==> config.mk <==
export PLATFORM = sky130hd
export DESIGN_NAME = i2c_bus_unstick
export DESIGN_NICKNAME = d
export VERILOG_FILES = /design/src/rtl/i2c_bus_unstick_pkg.sv /design/src/rtl/i2c_bus_unstick_dp.sv /design/src/rtl/i2c_bus_unstick_ctrl.sv /design/src/rtl/i2c_bus_unstick.sv
export SDC_FILE = /design/constraint.sdc
export NUM_CORES = 1
export LEC_CHECK = 0
export BUFFER_PORTS_ARGS = -buffer_cell sky130_fd_sc_hd__buf_2
export CAP_MARGIN = 0
export CORE_MARGIN = 5
export CORE_UTILIZATION = 61
export CTS_BUF_LIST = sky130_fd_sc_hd__clkbuf_4 sky130_fd_sc_hd__clkbuf_8
export DETAILED_ROUTE_END_ITERATION = 10
export PLACE_DENSITY = 0.91
export SLEW_MARGIN = 40
export SYNTH_ARGS = -nofsm -noshare
export SYNTH_HDL_FRONTEND = slang
export SYNTH_SLANG_ARGS = --single-unit
==> constraint.sdc <==
create_clock -name clk -period 5.3 [get_ports clk]
set_input_delay 0.53 -clock clk [delete_from_list [all_inputs] [get_ports clk]]
set_output_delay 0.53 -clock clk [all_outputs]
set_load 0.05 [all_outputs]
==> src/rtl/i2c_bus_unstick_pkg.sv <==
package i2c_bus_unstick_pkg;
  typedef enum logic [2:0] {
    ST_IDLE,
    ST_LOW_INIT,
    ST_HIGH,
    ST_LOW,
    ST_PARK
  } seqState_t;

  typedef struct packed {
    logic loadTimer;
    logic clrPulse;
    logic incPulse;
    logic driveScl;
    logic own;
  } seqStrobe_t;
endpackage

==> src/rtl/i2c_bus_unstick_dp.sv <==
module i2c_bus_unstick_dp
  import i2c_bus_unstick_pkg::*;
#(
  parameter int HALF_CYC   = 100000,
  parameter int MAX_PULSES = 10
) (
  input  logic       clk,
  input  logic       rstN,
  input  seqStrobe_t strobe,
  input  logic       ctrlSclOe,
  input  logic       ctrlSdaOe,
  output logic       timerZero,
  output logic       pulseMax,
  output logic       sclOe,
  output logic       sdaOe
);
  localparam int TW = (HALF_CYC > 2) ? $clog2(HALF_CYC) : 1;
  localparam int PW = $clog2(MAX_PULSES + 1);
  localparam logic [TW-1:0] T_LOAD = TW'(HALF_CYC - 1);
  localparam logic [PW-1:0] P_MAX  = PW'(MAX_PULSES);

  logic [TW-1:0] timer;
  logic [PW-1:0] pulseCnt;

  always_ff @(posedge clk or negedge rstN) begin
    if (!rstN) begin
      timer <= '0;
    end else if (strobe.loadTimer) begin
      timer <= T_LOAD;
    end else if (timer != '0) begin
      timer <= timer - 1'b1;
    end
  end

  always_ff @(posedge clk or negedge rstN) begin
    if (!rstN) begin
      pulseCnt <= '0;
    end else if (strobe.clrPulse) begin
      pulseCnt <= '0;
    end else if (strobe.incPulse) begin
      pulseCnt <= pulseCnt + 1'b1;
    end
  end

  assign timerZero = (timer == '0);
  assign pulseMax  = (pulseCnt == P_MAX);

  always_comb begin
    if (strobe.own) begin
      sclOe = strobe.driveScl;
      sdaOe = 1'b0;
    end else begin
      sclOe = ctrlSclOe;
      sdaOe = ctrlSdaOe;
    end
  end

  // the control never asks for a pulse once the limit is reached
  a_r6_no_extra_pulse: assert property (@(posedge clk) disable iff (!rstN)
    strobe.incPulse |-> (pulseCnt < P_MAX));
  // the counter stays within the limit
  a_r6_count_bound: assert property (@(posedge clk) disable iff (!rstN)
    pulseCnt <= P_MAX);
  // a phase may only advance when its timer has expired
  a_r4_phase_len: assert property (@(posedge clk) disable iff (!rstN)
    (strobe.own && !timerZero) |-> !strobe.loadTimer);
endmodule

==> src/rtl/i2c_bus_unstick_ctrl.sv <==
module i2c_bus_unstick_ctrl
  import i2c_bus_unstick_pkg::*;
(
  input  logic       clk,
  input  logic       rstN,
  input  logic       start,
  input  logic       busBusy,
  input  logic       sdaIn,
  input  logic       timerZero,
  input  logic       pulseMax,
  output seqStrobe_t strobe,
  output logic       owned,
  output logic       done,
  output logic       failed
);
  seqState_t state, stateNxt;
  logic      failPend, failPendNxt;
  logic      doneNxt, failedNxt;
  logic      lowPhase;

  assign lowPhase = (state == ST_LOW_INIT) || (state == ST_LOW);

  always_comb begin
    stateNxt         = state;
    failPendNxt      = failPend;
    doneNxt          = 1'b0;
    failedNxt        = 1'b0;
    strobe.loadTimer = 1'b0;
    strobe.clrPulse  = 1'b0;
    strobe.incPulse  = 1'b0;
    strobe.driveScl  = lowPhase;
    strobe.own       = (state != ST_IDLE);
    case (state)
      ST_IDLE: begin
        if (start) begin
          if (busBusy || !sdaIn) begin
            stateNxt         = ST_LOW_INIT;
            strobe.loadTimer = 1'b1;
            strobe.clrPulse  = 1'b1;
            failPendNxt      = 1'b0;
          end else begin
            doneNxt = 1'b1;
          end
        end
      end
      ST_LOW_INIT, ST_LOW: begin
        if (timerZero) begin
          strobe.loadTimer = 1'b1;
          if (sdaIn) begin
            stateNxt = ST_PARK;
          end else if (pulseMax) begin
            stateNxt    = ST_PARK;
            failPendNxt = 1'b1;
          end else begin
            stateNxt        = ST_HIGH;
            strobe.incPulse = 1'b1;
          end
        end
      end
      ST_HIGH: begin
        if (timerZero) begin
          stateNxt         = ST_LOW;
          strobe.loadTimer = 1'b1;
        end
      end
      ST_PARK: begin
        if (timerZero) begin
          stateNxt  = ST_IDLE;
          doneNxt   = 1'b1;
          failedNxt = failPend;
        end
      end
      default: stateNxt = ST_IDLE;
    endcase
  end

  always_ff @(posedge clk or negedge rstN) begin
    if (!rstN) begin
      state    <= ST_IDLE;
      failPend <= 1'b0;
      done     <= 1'b0;
      failed   <= 1'b0;
    end else begin
      state    <= stateNxt;
      failPend <= failPendNxt;
      done     <= doneNxt;
      failed   <= failedNxt;
    end
  end

  assign owned = (state != ST_IDLE);

  // done lasts one cycle
  a_r8_done_single: assert property (@(posedge clk) disable iff (!rstN)
    done |=> !done);
  // failed only alongside done
  a_r8_fail_with_done: assert property (@(posedge clk) disable iff (!rstN)
    failed |-> done);
  // handing back the pins is always reported
  a_r7_handback_done: assert property (@(posedge clk) disable iff (!rstN)
    $fell(owned) |-> done);
  // a clean-bus request completes at once without taking the pins
  a_r2_clean_request: assert property (@(posedge clk) disable iff (!rstN)
    (start && !owned && !busBusy && sdaIn) |=> (done && !failed && !owned));
  // SDA high at the end of a low phase ends the pulsing
  a_r5_stop_on_release: assert property (@(posedge clk) disable iff (!rstN)
    (lowPhase && timerZero && sdaIn) |=> (state == ST_PARK));
  // a running recovery is not restarted
  a_r9_no_restart: assert property (@(posedge clk) disable iff (!rstN)
    (owned && state != ST_LOW_INIT) |=> (state != ST_LOW_INIT));
endmodule

==> src/rtl/i2c_bus_unstick.sv <==
module i2c_bus_unstick
  import i2c_bus_unstick_pkg::*;
#(
  parameter int HALF_CYC   = 100000,
  parameter int MAX_PULSES = 10
) (
  input  logic clk,
  input  logic rstN,
  input  logic start,
  input  logic busBusy,
  input  logic sdaIn,
  input  logic ctrlSclOe,
  input  logic ctrlSdaOe,
  output logic sclOe,
  output logic sdaOe,
  output logic owned,
  output logic done,
  output logic failed
);
  seqStrobe_t strobe;
  logic       timerZero;
  logic       pulseMax;

  i2c_bus_unstick_ctrl u_ctrl (
    .clk       (clk),
    .rstN      (rstN),
    .start     (start),
    .busBusy   (busBusy),
    .sdaIn     (sdaIn),
    .timerZero (timerZero),
    .pulseMax  (pulseMax),
    .strobe    (strobe),
    .owned     (owned),
    .done      (done),
    .failed    (failed)
  );

  i2c_bus_unstick_dp #(
    .HALF_CYC   (HALF_CYC),
    .MAX_PULSES (MAX_PULSES)
  ) u_dp (
    .clk       (clk),
    .rstN      (rstN),
    .strobe    (strobe),
    .ctrlSclOe (ctrlSclOe),
    .ctrlSdaOe (ctrlSdaOe),
    .timerZero (timerZero),
    .pulseMax  (pulseMax),
    .sclOe     (sclOe),
    .sdaOe     (sdaOe)
  );

  // SDA is never pulled while the sequencer holds the pins
  a_r3_sda_free: assert property (@(posedge clk) disable iff (!rstN)
    owned |-> !sdaOe);
  // the first owned cycle drives SCL low
  a_r3_first_low: assert property (@(posedge clk) disable iff (!rstN)
    $rose(owned) |-> sclOe);
endmodule

# Word-level counts from Yosys, hierarchy flattened
# Index checks and enable logic that the tools add are counted.
dict set report totals {
  register_bits 27
  latch_bits 0
  ram_bits 0
  romBits 0
  inputBits 7
  elab_cells 68
  memories 0
}
dict set report op_classes {
  addsub 2
  multipliers 0
  div 0
  magnitude_cmp 0
  eq_ne 12
  n_shift 0
  muxes 34
  n_bitwise 0
  reduce_logical 14
}
# cell n
set op_table {}
lappend op_table {{17-bit two-way mux} 2}
lappend op_table {{3-bit two-way mux} 7}
lappend op_table {{17-bit zero test} 1}
lappend op_table {{1-bit two-way mux} 17}
lappend op_table {{17-bit nonzero test} 1}
lappend op_table {{17-bit by 1-bit subtractor with 17-bit output (second input constant)} 1}
lappend op_table {{2-bit != test (second input constant)} 6}
lappend op_table {{3-bit case mux with 4 select lines} 1}
lappend op_table {{4-bit two-way mux} 2}
lappend op_table {{3-bit by 2-bit == test with 1-bit output (second input constant)} 2}
lappend op_table {{1-bit case mux with 2 select lines} 3}
lappend op_table {{6-bit AND reduction} 1}
lappend op_table {{2-bit nonzero test} 3}
lappend op_table {{5-bit AND reduction} 1}
lappend op_table {{4-bit by 1-bit adder with 4-bit output (second input constant)} 1}
lappend op_table {{4-bit == test (second input constant)} 1}
lappend op_table {{2-bit two-way mux} 2}
lappend op_table {{3-bit by 1-bit == test with 1-bit output (second input constant)} 1}
lappend op_table {{3-bit == test (second input constant)} 1}
lappend op_table {{3-bit zero test} 1}
lappend op_table {{3-bit nonzero test} 1}
lappend op_table {{3-bit OR reduction} 1}
lappend op_table {{1-bit logical OR} 2}
lappend op_table {{2-bit by 1-bit != test with 1-bit output (second input constant)} 1}
lappend op_table {{other kinds (2)} 2}

# Depth between registers and ports, before layout
dict set report logic_depth {
  depth_word 7
  depth_mapped 7
  ltp_nobuf 6
}

# Modules after synthesis
# From an unflattened synthesis, not the netlist that was laid out.
dict set report unflattened {
  cells_unflattened 151
  area_unflattened_um2 1486.4
}
# mod instances cells_each area_per_inst_um2 seq_area_each_um2
set by_module_without_submodules {}
lappend by_module_without_submodules {i2c_bus_unstick_dp 1 117 1137.3 525.5}
lappend by_module_without_submodules {i2c_bus_unstick_ctrl 1 34 349.1 150.1}

# Worst setup path before layout
# No wires, ideal clock.
dict set report synth_timing {
  path_kind {register -> register}
  from {register u_dp.timer[0]}
  to {register u_dp.pulseCnt[3]}
  setup_ns 0.077
  arrival_ns 1.805
  slack_ns 3.417
  path_stages_with_launch 7
  n_path_buf 0
  cell_sequence {dfrtp_1 -> inv_1 -> ha_1 -> nor4b_1 -> nand4_2 -> or4_1 -> a21oi_1}
}
dict set report synth_via {
  elab_chain_len 4
}
# element line
set synth_rtl {}
lappend synth_rtl {{start: declaration} i2c_bus_unstick_dp.sv:22} ;# logic [TW-1:0] timer;
lappend synth_rtl {{start signal: assignment} i2c_bus_unstick_dp.sv:31} ;# timer <= timer - 1'b1;
lappend synth_rtl {{17-bit zero test} i2c_bus_unstick_dp.sv:45} ;# assign timerZero = (timer == '0);
lappend synth_rtl {{1-bit two-way mux} i2c_bus_unstick_ctrl.sv:47} ;# if (timerZero) begin
lappend synth_rtl {{1-bit two-way mux} i2c_bus_unstick_ctrl.sv:33} ;# case (state)
lappend synth_rtl {{2-bit nonzero test (no line)} n/a}
lappend synth_rtl {{end signal: assignment} i2c_bus_unstick_dp.sv:41} ;# pulseCnt <= pulseCnt + 1'b1;
lappend synth_rtl {{end: declaration} i2c_bus_unstick_dp.sv:23} ;# logic [PW-1:0] pulseCnt;
# Every way passes these cells.
# A chain may end at the register's enable or synchronous reset.

# Worst setup path after layout
dict set report layout_timing {
  from {register u_dp.timer[1]}
  to {register u_dp.pulseCnt[3]}
}
# Same word-level chain as after synthesis.

==> results.md <==
* Status: finished clean
* H-Tree Depth at 1
* Crit path capture type: register
* CTS root buffer: clkbuf_4
* Clk_lat worst skew at 0.33 ns
* Non-filler cells, final at 198
* Final setup fails at 0
* Vias in the first global route at 1308
* RR Startpoint: u_dp.timer[1]
* Number of flops mapped to enable cells by yosys at 0
* Fin. Hold Viols at 0
* WL/cell at 16.0 µm
* Startpoint types: register
* Core ar. at 0.00243 mm²
* Synth Warn # at 0
* Starting Density at 63.0%
* Syn_nets at 173
* First-pass GRT wire length at 5.55 mm
* Drt drc at 0
* R2R depth at 6
* Max Freq at 421 MHz
* CP Class: reg2reg
* NetSw at 196 µW
* Flop2flop setup slack at 2.93 ns
* CTS sink count at 27
* Final nets at 180
* CP cell instances: inv_1 > ha_1 > nor4b_1 > nand4_2 > or4_1 > a21oi_1
* VDD IR max at 0.000340 V
* Routed vias/inst at 6.60
* Unique masters post-synth at 41
* Worst Path Buf+Inv at 1
* Input/output buffers at 11
* Tightest Pin Transition at 0.690 ns
* Largest net degree at the start of global routing at 28
* Grt ovf at 0
* CP max stage cell: or4_1
* Hold Buf Count CTS at 0
* Chip height at 60.1 µm
* Synthesized flop and latch total at 27
* Placed insts at 194
* Initial antenna violation count at 0
* Width of the chip at 60.1 µm
* Finished Core Util at 66.2%
* Slew margin rel. at 54.0%
* Fin Clk Skew at 0.00339 ns
* Static Leak at 0.639 nW
* Drt total wl at 3.17 mm
* Total Neg Setup Slack at 0 ns
* Internal power at 346 µW
* Buffer count from post-CTS setup fixing at 0
* Syn_area_per_cell at 9.46 µm²
* Flop pwr share at 58.3%
* Max Root-Sink Buffers at 2
* Hold crit path type: in2async
* CTS tree: yes
* Worst path top cell family by delay: simple AND/OR/NAND/NOR gates
* GP Congestion at 0.843
* Synth Cell Area at 0.00153 mm²
* CP max FO at 14
* Clock Power Share at 17.0%
* Share of layout cells above drive strength 1 at 13.1%
* Post-route setup slack at 2.93 ns
* Clock-pin slew on the worst setup and hold paths at 0.13 ns
* Initial detailed-routing violation count at 93
* RSZ-0062 raised after global routing: false
* Ys async rst share at 100%
* Synth-to-layout area growth at 5.06%
* Slew Limit Fails at 0
* Number of cells on the critical path at 6
* Switching share of power at 36.1%
* Commonest cells after routing, fill and taps aside: dfrtp_1, a21oi_1, nand3_1, buf_2, o21ai_0
* # rows at 18
* Critical path data required time at 5.56 ns
* Syn Inst Count at 162
* Gr usage total at 20.4%
* Number of buffers created by CTS at 3
* TritonRoute pass-1 iters at 5
* Period utilization at 44.8%
* Pwr Density at 336 mW/mm²
* Max-cap violations at 0
* Cts repair resizes at 0
* Remaining antenna violation count at 0
* I/O pin cnt at 12
* Commonest non-fill, non-tap cell in the layout: dfrtp_1
* Dpl hpwl at 2.32 mm
* FF-to-FF End: u_dp.pulseCnt[3]
* Post-layout minimum cycle time at 2.37 ns
* N_diodes at 0
* Sequential area share after synthesis at 44.1%
* DP Worst Slack at 2.97 ns
* CP max stage delay at 0.61 ns
* Combinational Power Share at 24.8%
* Dominant synthesized flop cell: dfrtp_1
* Via count at 1306
* DIE AREA at 0.00362 mm²
* Critical path arrival at 2.64 ns
==> per-stage QoR <==
step           hold WS (ns)  instance area [µm²]  total power [mW]
5_1_grt               0.222                 1610             0.571
3_3_place_gp          0.473                 1580             0.432
3_5_place_dp          0.474                 1580             0.447
6_report              0.187                 1610             0.542
4_1_cts               0.191                 1610             0.542
2_1_floorplan         0.234                 1530             0.415
==> sequential cells by signal, summed over array words and instances (netlist names) <==
name / cells
u_dp.pulseCnt: 4
u_dp.timer: 17
u_ctrl.failPend: 1
u_ctrl.state: 3
u_ctrl.failed: 1
u_ctrl.done: 1
==> worst reg2reg max path: cells and delay by family (launching register included) <==
kind                     cells  cell delay (ns)
adder cells (fa/ha/maj)      1             0.20
flip-flops                   1             0.45
AO/OA/AOI/OAI                1             0.15
buffers and inverters        1             0.11
AND/OR/NAND/NOR              3             1.40
==> logic make-up after synthesis <==
| family | after synthesis | synth area share (%) |
|---|---|---|
| flops | 27 | 44.1 |
| compound gates | 44 | 17.9 |
| buf+inv | 15 | 4.41 |
| simple gates | 71 | 29.8 |
| fa+ha+maj | 4 | 3.27 |
| xor+xnor | 1 | 0.572 |
==> how the worst max path moves through the flow <==
stage	to	startpoint	slack, ns
after floorplan	u_dp.pulseCnt[3]	u_dp.timer[0]	3.42
after global placement	u_dp.pulseCnt[3]	u_dp.timer[0]	3.14
after detailed placement	u_dp.pulseCnt[3]	u_dp.timer[0]	2.97
after CTS	u_dp.pulseCnt[3]	u_dp.timer[0]	2.93
after global routing	u_dp.pulseCnt[2]	u_dp.timer[0]	2.73
final	u_dp.pulseCnt[3]	u_dp.timer[1]	2.93
==> Yosys cell counts (all sizes together) (2+ instances only) <==
cell type	instances	area [µm²]
dfrtp	27	676
nor3	5	25.0
nor4	5	58.8
o211ai	3	22.5
a21oi	17	85.1
buf	5	30.0
nand2	7	26.3
nand3b	3	22.5
nor2	7	26.3
or4	7	52.6
o21ai	9	45.0
nor2b	2	12.5
nor3b	3	22.5
a211o	2	17.5
o41ai	2	17.5
or2	2	12.5
ha	4	50.1
o31ai	7	52.6
and2	2	12.5
nand4	3	25.0
nand3	11	55.1
nand2b	2	12.5
or3	5	31.3
inv	6	22.5
a21o	2	15.0
clkbuf	4	15.0
==> power groups by stage <==
| stage | clock, mW | sequential [mW] | combinational, mW |
|---|---|---|---|
| floorplan | 0 | 0.290 | 0.125 |
| global placement | 0 | 0.311 | 0.121 |
| detailed placement | 0 | 0.316 | 0.132 |
| CTS | 0.0969 | 0.312 | 0.133 |
| global route | 0.102 | 0.321 | 0.148 |
| finish | 0.0920 | 0.316 | 0.134 |
==> cell type report <==
type / instances / area (µm²)
inverter: 6 / 22.5
sequential: 27 / 676
clock buffer: 4 / 30.0
timing repair buffer: 11 / 55.1
tap: 30 / 37.5
fill: 191 / 822
multi-input combinational: 120 / 790
==> metal layers <==
metal	up-vias	global-route usage, %	part of all wire [%]
li1	621	-	-
met4	0	12.3	2.3
met2	41	33.6	50
met3	7	3.89	6.0
met1	637	24.3	42
met5	-	0	0
No activity file was read; power rests on OpenSTA's default activity.
